--- src/rtl/dbg_arb_pkg.sv ---
`timescale 1ns/1ps
package dbg_arb_pkg;

  localparam int SRC_N = 5;

  // Source index doubles as the cause bit position.
  typedef enum logic [2:0] {
    SRC_ICOUNT     = 3'd0,
    SRC_IBRK       = 3'd1,
    SRC_DBRK       = 3'd2,
    SRC_BRK_WIDE   = 3'd3,
    SRC_BRK_NARROW = 3'd4
  } dbg_src_e;

  // Keep only the lowest set bit: lowest index has highest priority.
  function automatic logic [SRC_N-1:0] lowest_set(input logic [SRC_N-1:0] v);
    return v & (~v + SRC_N'(1));
  endfunction

  function automatic logic [SRC_N-1:0] src_code(input dbg_src_e s);
    return SRC_N'(1) << s;
  endfunction

endpackage

--- src/rtl/dbg_ibrk_cmp.sv ---
`timescale 1ns/1ps
module dbg_ibrk_cmp #(
  parameter int XLEN = 32
) (
  input  logic            clk,
  input  logic            rst,
  input  logic            addr_we,
  input  logic [XLEN-1:0] addr_wdata,
  input  logic            en_we,
  input  logic            en_wdata,
  input  logic [XLEN-1:0] pc,
  output logic            hit
);

  logic [XLEN-1:0] addr_q;
  logic            en_q;
  logic            addr_eq;

  always_ff @(posedge clk) begin
    if (rst) begin
      addr_q <= '0;
      en_q   <= 1'b0;
    end else begin
      if (addr_we) addr_q <= addr_wdata;
      if (en_we)   en_q   <= en_wdata;
    end
  end

  assign addr_eq = (pc == addr_q);
  assign hit     = en_q & addr_eq;

  AST_EN_WRITE: assert property (@(posedge clk) disable iff (rst)
    en_we |=> (en_q == $past(en_wdata)));
  AST_ADDR_WRITE: assert property (@(posedge clk) disable iff (rst)
    addr_we |=> (addr_q == $past(addr_wdata)));

endmodule

--- src/rtl/dbg_cause_pick.sv ---
`timescale 1ns/1ps
module dbg_cause_pick
  import dbg_arb_pkg::*;
#(
  parameter int XLEN    = 32,
  parameter int IDX_W   = 1,
  parameter int IDX_LSB = 8
) (
  input  logic [SRC_N-1:0] req,
  input  logic [IDX_W-1:0] dbrk_idx,
  output logic             any,
  output logic [SRC_N-1:0] grant,
  output logic [XLEN-1:0]  word
);

  function automatic logic [XLEN-1:0] build_cause(input logic [SRC_N-1:0] g,
                                                  input logic [IDX_W-1:0] idx);
    logic [XLEN-1:0] w;
    w = '0;
    w[SRC_N-1:0] = g;
    if ((g & src_code(SRC_DBRK)) != '0) w[IDX_LSB +: IDX_W] = idx;
    return w;
  endfunction

  assign any   = |req;
  assign grant = lowest_set(req);
  assign word  = build_cause(grant, dbrk_idx);

endmodule

--- src/rtl/dbg_entry_regs.sv ---
`timescale 1ns/1ps
module dbg_entry_regs #(
  parameter int XLEN  = 32,
  parameter int PS_W  = 5
) (
  input  logic            clk,
  input  logic            rst,
  input  logic            take_in,
  input  logic [XLEN-1:0] pc_in,
  input  logic [XLEN-1:0] cause_in,
  input  logic [PS_W-1:0] ps_in,
  output logic            take_q,
  output logic [XLEN-1:0] cause_q,
  output logic [XLEN-1:0] epc_q,
  output logic [PS_W-1:0] ps_q
);

  always_ff @(posedge clk) begin
    if (rst) begin
      take_q  <= 1'b0;
      cause_q <= '0;
      epc_q   <= '0;
      ps_q    <= '0;
    end else begin
      take_q <= take_in;
      if (take_in) begin
        cause_q <= cause_in;
        epc_q   <= pc_in;
        ps_q    <= ps_in;
      end
    end
  end

  AST_ONE_CAUSE: assert property (@(posedge clk) disable iff (rst)
    take_q |-> $onehot(cause_q[4:0]));
  AST_HOLD_IDLE: assert property (@(posedge clk) disable iff (rst)
    (!take_q && !$past(rst)) |-> ($stable(cause_q) && $stable(epc_q) && $stable(ps_q)));
  AST_EPC_CAPTURE: assert property (@(posedge clk) disable iff (rst)
    take_in |=> (epc_q == $past(pc_in)));

endmodule

--- src/rtl/dbg_cause_arbiter.sv ---
`timescale 1ns/1ps
module dbg_cause_arbiter
  import dbg_arb_pkg::*;
#(
  parameter int XLEN      = 32,
  parameter int LVL_W     = 4,
  parameter int DBG_LEVEL = 6,
  parameter int NUM_DCOMP = 2,
  parameter int IDX_LSB   = 8,
  localparam int IDX_W    = (NUM_DCOMP > 1) ? $clog2(NUM_DCOMP) : 1,
  localparam int PS_W     = LVL_W + 1
) (
  input  logic             clk,
  input  logic             rst,
  input  logic             issue_valid,
  input  logic [XLEN-1:0]  pc,
  input  logic [LVL_W-1:0] cur_level,
  input  logic             icount_exp,
  input  logic             dbrk_hit,
  input  logic [IDX_W-1:0] dbrk_idx,
  input  logic             brk_wide,
  input  logic             brk_narrow,
  input  logic             ibrk_addr_we,
  input  logic [XLEN-1:0]  ibrk_addr_wdata,
  input  logic             ibrk_en_we,
  input  logic             ibrk_en_wdata,
  output logic             take_debug,
  output logic [XLEN-1:0]  cause,
  output logic [XLEN-1:0]  epc,
  output logic [PS_W-1:0]  new_ps_low
);

  localparam logic [LVL_W-1:0] DBG_LVL_V = LVL_W'(DBG_LEVEL);

  function automatic logic [PS_W-1:0] entry_ps();
    return {1'b1, DBG_LVL_V};
  endfunction

  logic             ibrk_hit;
  logic             level_ok;
  logic             qualify;
  logic [SRC_N-1:0] raw_req;
  logic [SRC_N-1:0] req;
  logic             any_req;
  logic [SRC_N-1:0] grant;
  logic [XLEN-1:0]  cause_word;

  dbg_ibrk_cmp #(.XLEN(XLEN)) u_ibrk (
    .clk        (clk),
    .rst        (rst),
    .addr_we    (ibrk_addr_we),
    .addr_wdata (ibrk_addr_wdata),
    .en_we      (ibrk_en_we),
    .en_wdata   (ibrk_en_wdata),
    .pc         (pc),
    .hit        (ibrk_hit)
  );

  assign level_ok = (cur_level < DBG_LVL_V);
  assign qualify  = issue_valid & level_ok;

  always_comb begin
    raw_req = '0;
    raw_req[SRC_ICOUNT]     = icount_exp;
    raw_req[SRC_IBRK]       = ibrk_hit;
    raw_req[SRC_DBRK]       = dbrk_hit;
    raw_req[SRC_BRK_WIDE]   = brk_wide;
    raw_req[SRC_BRK_NARROW] = brk_narrow;
  end

  assign req = qualify ? raw_req : '0;

  dbg_cause_pick #(.XLEN(XLEN), .IDX_W(IDX_W), .IDX_LSB(IDX_LSB)) u_pick (
    .req      (req),
    .dbrk_idx (dbrk_idx),
    .any      (any_req),
    .grant    (grant),
    .word     (cause_word)
  );

  dbg_entry_regs #(.XLEN(XLEN), .PS_W(PS_W)) u_regs (
    .clk      (clk),
    .rst      (rst),
    .take_in  (any_req),
    .pc_in    (pc),
    .cause_in (cause_word),
    .ps_in    (entry_ps()),
    .take_q   (take_debug),
    .cause_q  (cause),
    .epc_q    (epc),
    .ps_q     (new_ps_low)
  );

  AST_LEVEL_GATE: assert property (@(posedge clk) disable iff (rst)
    (cur_level >= DBG_LVL_V) |=> !take_debug);
  AST_NO_ISSUE: assert property (@(posedge clk) disable iff (rst)
    !issue_valid |=> !take_debug);
  AST_PS_ENTRY: assert property (@(posedge clk) disable iff (rst)
    take_debug |-> (new_ps_low == {1'b1, DBG_LVL_V}));
  AST_ICOUNT_WINS: assert property (@(posedge clk) disable iff (rst)
    (qualify && icount_exp) |=> (take_debug && cause[4:0] == 5'h01));
  AST_DBRK_INDEX: assert property (@(posedge clk) disable iff (rst)
    (take_debug && cause[2]) |-> (cause[IDX_LSB +: IDX_W] == $past(dbrk_idx)));

endmodule

--- config.mk ---
export PLATFORM = sky130hd
export DESIGN_NAME = dbg_cause_arbiter
export DESIGN_NICKNAME = d
export VERILOG_FILES = /design/src/rtl/dbg_arb_pkg.sv /design/src/rtl/dbg_ibrk_cmp.sv /design/src/rtl/dbg_cause_pick.sv /design/src/rtl/dbg_entry_regs.sv /design/src/rtl/dbg_cause_arbiter.sv
export SDC_FILE = /design/constraint.sdc
export NUM_CORES = 1
export LEC_CHECK = 0
export BUFFER_PORTS_ARGS = -buffer_cell sky130_fd_sc_hd__buf_4
export CAP_MARGIN = 20
export CORE_UTILIZATION = 30
export CTS_BUF_LIST = sky130_fd_sc_hd__clkbuf_8
export CTS_CLUSTER_SIZE = 12
export DETAILED_ROUTE_END_ITERATION = 10
export GPL_TIMING_DRIVEN = 0
export SLEW_MARGIN = 20
export SYNTH_ARGS = -nofsm -noshare
export SYNTH_HDL_FRONTEND = slang
export SYNTH_SLANG_ARGS = --single-unit
--- constraint.sdc ---
create_clock -name clk -period 4.5 [get_ports clk]
set_clock_uncertainty 0.1 [all_clocks]
set_input_delay 0.225 -clock clk [delete_from_list [all_inputs] [get_ports clk]]
set_output_delay 0.225 -clock clk [all_outputs]
set_load 0.01 [all_outputs]
==> impl_metrics.csv, run 1 <==
group,metric,value,unit
run_status,status,"finished, final reports clean",
power,peakVddDrop,0.000167,V
clock_network,path_clk_slew,80,ps
setup_path,crit_path_end_kind,"register",
layout,syn2layout_area_growth,39.6,%
job,max_cap_violations,0,
layout,fin_util,43.1,%
floorplan,initial_core_util,30.9,%
logic_synthesis,synthFlopType,"dfxtp_1",
placement,place_inst,653,
floorplan,die_area,12200,sq um
global_routing,grt_usage,16.4,%
setup_path,cp.arrival,2770,ps
floorplan,num_rows,39,
timing,max_freq,384,MHz
placement,pre_cts_slack,1830,ps
global_routing,grt-ovfl-total,0,
detailed_routing,drc,0,
timing,final-setup-viol-count,0,
timing,rsz0062_at_grt,"false",
logic_synthesis,synth-edff-count,0,
logic_synthesis,seq_area_frac_synth,41.3,%
placement,port_buffers,117,
worst_hold_path,hp-class,"primary input to register",
floorplan,core_area,11500,sq um
logic_synthesis,async_flop_share,0,%
timing,slew_viol_final,0,
logic_synthesis,ys_ff_latch,73,
timing,layout_setup_ws,1900,ps
layout,drive_above_1_share,37.3,%
clock_network,cts_root_buf,"clkbuf_8",
detailed_routing,wl_per_cell,14.8,um
logic_synthesis,avgSynthCellArea,9.67,sq um
global_routing,grt_pass1_vias,2898,
logic_synthesis,yosysUniqueCellTypes,26,
timing,slew_headroom,52.2,%
timing,tightest_slew,717,ps
floorplan,dieWidth,111,um
detailed_routing,vias_per_cell,4.41,
clock_network,cts.path.max_buffers,2,
power,p_per_area,321,nW/um^2
timing,post-route-min-period,2600,ps
clock_network,clk_latency,340,ps
clock_network,clock-sinks,73,
detailed_routing,initialDrtViolationCount,126,
detailed_routing,dr_total_vias,2951,
logic_synthesis,synth_warnings,0,
clock_network,cts_inserted_buffers,9,
layout,fin_nets,600,
clock_network,post_cts_resized,0,
clock_network,htreeDepth,3,
global_routing,grt_start_max_net_pins,13,
logic_synthesis,netlist_area,3540,sq um
timing,fin_crit_sh,57.8,%
power,leakagePower,0.00229,uW
setup_path,crit_fanout,10,
detailed_routing,ant_nets,0,
setup_path,cp.required,4670,ps
layout,final_cells,669,
global_routing,grt_pass1_wl,15600,um
clock_network,cts_setup_buffers,0,
layout,antennaDiodeCount,0,
global_routing,grt_antenna_before_repair,0,
timing,hold_viol,0,
placement,place_congestion,0.834,
logic_synthesis,postSynthCellCount,366,
clock_network,cts_tree,"yes",
timing,hold_ws,16.1,ps
detailed_routing,drtPass1Iterations,4,
floorplan,die_y,111,um
detailed_routing,routed_wl,9900,um
setup_path,start_kind,"register",
setup_path,crit_type,"register to register",
timing,fin_tns_setup,0,ps
placement,hpwlAfterDp,7870,um
clock_network,cts_hold_buf,0,
floorplan,ioPinCount,149,
-- where the power goes --
| part | leakage [uW] | internal (uW) | total [uW] | switching, uW |
|---|---|---|---|---|
| combinational | 0.00157 | 139 | 262 | 123 |
| sequential | 0.000598 | 679 | 699 | 20.8 |
| clock | 0.000124 | 381 | 626 | 245 |
| total | 0.00229 | 1200 | 1590 | 389 |
-- flip-flops by register name, indices dropped and copies added, names as in the netlist --
| name | flops |
|---|---|
| u_regs.ps_q | 1 |
| u_regs.cause_q | 6 |
| u_regs.epc_q | 32 |
| u_ibrk.addr_q | 32 |
| u_ibrk.en_q | 1 |
| u_regs.take_q | 1 |
-- worst max-delay path: stages (launching register included) --
cell and delay [ps]:
dfxtp_1 330, xor2_1 160, nor4_1 440, nand3_1 140, or4_1 550, clkbuf_1 190, and2_1 200, buf_6 130
buf_6 160, a21oi_2 130
-- synth_stat cells, drive strengths merged, types with 6 or more instances --
library cell	n	area share [%]
a21oi	6	0.95
buf	38	8.1
clkbuf	20	2.1
dfxtp	73	41
mux2i	33	9.3
nand2b	34	6.0
nand3	6	0.85
nand4b	34	8.4
nor2	36	3.8
nor4	7	1.2
o21ai	34	7.8
xor2	30	7.4
-- cells in the final DEF (no fill, tap or decap), types with 5 or more instances in the layout --
cell	Yosys	layout
o21ai_2	28	28
mux2i_1	33	33
buf_4	30	147
conb_1	1	28
clkbuf_1	20	20
nor2_1	36	36
dfxtp_1	73	73
a21oi_1	5	5
nand3_1	6	6
o21ai_0	6	6
xor2_1	30	30
nor4_1	7	7
nand4b_1	34	34
nand2b_1	34	34
clkbuf_8	0	10
-- kinds of logic (layout without fill, tap and decap cells) --
kind of cell | Yosys count | count (layout) | synth area share [%]
flops | 73 | 73 | 41.3
mux | 33 | 33 | 9.34
simple gates | 125 | 125 | 21.6
other cells | 1 | 28 | 0.106
compound gates | 42 | 42 | 9.30
xor+xnor | 32 | 32 | 7.92
buf+inv | 60 | 193 | 10.4
-- cell type report --
cell class,count,area [sq um]
buffer,58,360
multi-input combinational,260,1810
tap,143,179
fill,1158,6530
timing repair buffer,117,878
clock buffer,10,138
sequential,73,1460
clock inverter,6,106
inverter,2,7.51
-- final timing paths --
check / slack [ps] / cells past startpoint / endpoint / startpoint
hold reg to reg: 380 / 2 / u_regs.cause_q[3]$_SDFFE_PP0P_ / u_regs.cause_q[3]$_SDFFE_PP0P_
hold / removal: 20 / 3 / u_ibrk.addr_q[8]$_SDFFE_PP0P_ / ibrk_addr_wdata[8]
setup / recovery: 1900 / 9 / u_regs.ps_q[1]$_SDFFE_PP0P_ / u_ibrk.addr_q[9]$_SDFFE_PP0P_
setup reg to reg: 1900 / 9 / u_regs.ps_q[1]$_SDFFE_PP0P_ / u_ibrk.addr_q[9]$_SDFFE_PP0P_
-- through the flow --
step / cell area (sq um) / power, uW
finish: 4940 / 1590
detailed placement: 4700 / 978
CTS: 4940 / 1610
global placement: 4700 / 975
global route: 4940 / 1660
floorplan: 3640 / 857
-- per-layer routing --
layer	share of wire [%]	wire length [um]	track usage (%)	vias to the layer above
li1	-	-	-	1511
met1	44	4340	19.6	1334
met2	50	4940	28.6	90
met3	3.9	386	2.47	16
met4	2.4	233	7.56	0
met5	0	0	0	-
(Power assumes the default switching activity.)
==> inputs of run 2 (changes only) <==
==> constraint.sdc (replaced) <==
create_clock -name clk -period 2.4 [get_ports clk]
set_clock_uncertainty 0.1 [all_clocks]
set_input_delay 0.12 -clock clk [delete_from_list [all_inputs] [get_ports clk]]
set_output_delay 0.12 -clock clk [all_outputs]
set_load 0.01 [all_outputs]
==> run 2 against run 1 <==
Against the previous run:
- non-clock buffer count is 66 higher
- die area stayed put
- clock-buffer cell count stayed put
- wire length is 8.2% higher
- critical endpoint is now u_regs.epc_q[30]$_SDFFE_PP0P_
- largest cell class is now buffers
==> impl_metrics.csv, run 2 (synthesis results as in run 1) <==
group,metric,value,unit
global_routing,grt_pass1_vias,3246,
timing,max_freq,437,MHz
clock_network,clk_latency,350,ps
clock_network,cts_setup_buffers,0,
clock_network,clock-sinks,73,
power,p_per_area,541,nW/um^2
detailed_routing,routed_wl,10700,um
power,leakagePower,0.00263,uW
global_routing,grt_usage,17.6,%
setup_path,cp.buffers_inverters,3,
setup_path,start_kind,"primary input",
setup_path,r2r_start,"u_ibrk.addr_q[27]$_SDFFE_PP0P_",
setup_path,cp_cell_sequence,"dlygate4sd3_1 -> buf_4 -> xor2_1 -> nor4_2 -> nand2_1 -> or4_4 -> and2_4 -> clkbuf_16 -> o21ai_2",
setup_path,cp.depth,9,
floorplan,die_y,111,um
clock_network,cts_root_buf,"clkbuf_8",
layout,antennaDiodeCount,0,
power,peakVddDrop,0.000318,V
floorplan,ioPinCount,149,
run_status,status,"finished, final reports clean",
clock_network,cts_tree,"yes",
layout,multi_input_area,1860,sq um
global_routing,grt_pass1_wl,16900,um
job,max_cap_violations,0,
setup_path,critical-path-top-delay-family,"simple AND/OR/NAND/NOR gates",
placement,port_buffers,117,
placement,placed_area,4700,sq um
clock_network,cts.path.max_buffers,2,
setup_path,crit_path_end_kind,"register",
layout,syn2layout_area_growth,61.5,%
global_routing,grt_antenna_before_repair,0,
setup_path,reg2reg_slack,120,ps
setup_path,cp_slowest_cell,"or4_4",
worst_hold_path,hp-class,"primary input to register",
floorplan,core_area,11500,sq um
global_routing,grt_start_max_net_pins,13,
timing,layout_setup_ws,111,ps
power,totalPowerFinal,3090,uW
detailed_routing,vias_per_cell,4.39,
layout,fin_area,5710,sq um
layout,layout_common_cells,"buf_4 (144), dfxtp_1 (73), dlygate4sd3_1 (68)",
layout,n_fill_cell,1077,
detailed_routing,wl_per_cell,14.6,um
setup_path,crit_type,"primary input to register",
layout,layout_commonest_cell,"buf_4",
setup_path,crit_end,"u_regs.epc_q[30]$_SDFFE_PP0P_",
timing,fin_crit_sh,95.4,%
timing,hold_viol,0,
timing,rsz0062_at_grt,"false",
layout,seq_area,1460,sq um
setup_path,crit_fanout,8,
placement,hpwlAfterDp,7870,um
setup_path,rr_endpoint,"u_regs.epc_q[30]$_SDFFE_PP0P_",
floorplan,die_area,12200,sq um
placement,place_congestion,0.834,
floorplan,initial_core_util,30.9,%
floorplan,dieWidth,111,um
setup_path,cp.required,2580,ps
setup_path,critPathLaunch,"pc[28]",
detailed_routing,drtPass1Iterations,4,
detailed_routing,drc,0,
layout,reg_top3,"u_ibrk.addr_q (32), u_regs.epc_q (32), u_regs.cause_q (6)",
timing,tightest_slew,721,ps
global_routing,grt-ovfl-total,0,
timing,slew_headroom,52.0,%
layout,fin_nets,666,
layout,drive_above_1_share,34.8,%
clock_network,path_clk_slew,70,ps
detailed_routing,initialDrtViolationCount,132,
detailed_routing,ant_nets,0,
clock_network,htreeDepth,3,
floorplan,num_rows,39,
timing,post-route-min-period,2290,ps
clock_network,cts_inserted_buffers,9,
layout,fin_util,49.8,%
setup_path,rr_worst_depth,7,
timing,slew_viol_final,0,
timing,final-setup-viol-count,0,
setup_path,cp.arrival,2470,ps
setup_path,cpPeakStageDelay,590,ps
detailed_routing,dr_total_vias,3230,
placement,pre_cts_slack,-217,ps
[run 2: cell count changes in the layout (fill, tap and decap cells not counted), moves of 4 or more]
cell	before	now
clkbuf_1	20	14
nor4_2	0	5
buf_6	4	0
nor4_1	7	2
clkbuf_2	0	6
dlygate4sd3_1	0	68
[run 2: worst register-to-register path: cells and delay by family, from the launching register on]
kind | cells | cell delay (ps)
XOR/XNOR | 1 | 170
AO/OA/AOI/OAI | 1 | 120
AND/OR/NAND/NOR | 4 | 1330
buffers and inverters | 1 | 180
flip-flops | 1 | 320
[run 2: worst min-delay path by stage]
stage,endpoint,cells past startpoint,startpoint,slack [ps]
3_5_place_dp,u_ibrk.addr_q[11]$_SDFFE_PP0P_,3,ibrk_addr_wdata[11],270
5_1_grt,u_regs.cause_q[3]$_SDFFE_PP0P_,4,cur_level[3],30
2_1_floorplan,u_ibrk.en_q$_SDFFE_PP0P_,2,ibrk_en_wdata,170
6_report,u_regs.cause_q[3]$_SDFFE_PP0P_,4,cur_level[3],30
4_1_cts,u_regs.cause_q[3]$_SDFFE_PP0P_,4,cur_level[3],20
3_3_place_gp,u_ibrk.addr_q[18]$_SDFFE_PP0P_,3,ibrk_addr_wdata[18],250
[run 2: where the power goes]
part,switching [uW],internal [uW]
logic,261,343
clock network,463,714
registers,39.5,1270
[run 2: final cells by class]
| cell class | instances | area share [%] |
|---|---|---|
| Multi-Input combinational cell | 260 | 32.5 |
| Timing Repair Buffer | 185 | 27.8 |
| Sequential cell | 73 | 25.6 |
| Buffer | 56 | 6.64 |
| Tap cell | 143 | 3.13 |
| Clock buffer | 10 | 2.41 |
| Clock inverter | 6 | 1.86 |
| Inverter | 2 | 0.131 |
[run 2: layer usage]
metal / wire length [um] / GRT usage, % / vias to the layer above
li1: - / - / 1639
met1: 4560 / 20.5 / 1464
met2: 5400 / 31.0 / 105
met3: 357 / 2.41 / 22
met4: 387 / 9.96 / 0
met5: 0 / 0 / -
[run 2: repair_timing]
item                                    CTS  global route
pin swaps                                 1             8
gates resized for setup                   3            24
endpoints found under the setup margin   40            40
hold endpoints to repair                 68             0
gates cloned                              0             1
hold buffers                             70             0
[run 2: metrics by stage]
step | TNS [ps] | std cells | hold WS (ps)
final | 0 | 735 | 26.2
after global routing | 0 | 735 | 31.3
after CTS | 0 | 738 | 23.5
after detailed placement | -7490 | 653 | 267
after global placement | -5330 | 653 | 253
after floorplan | 0 | 393 | 167
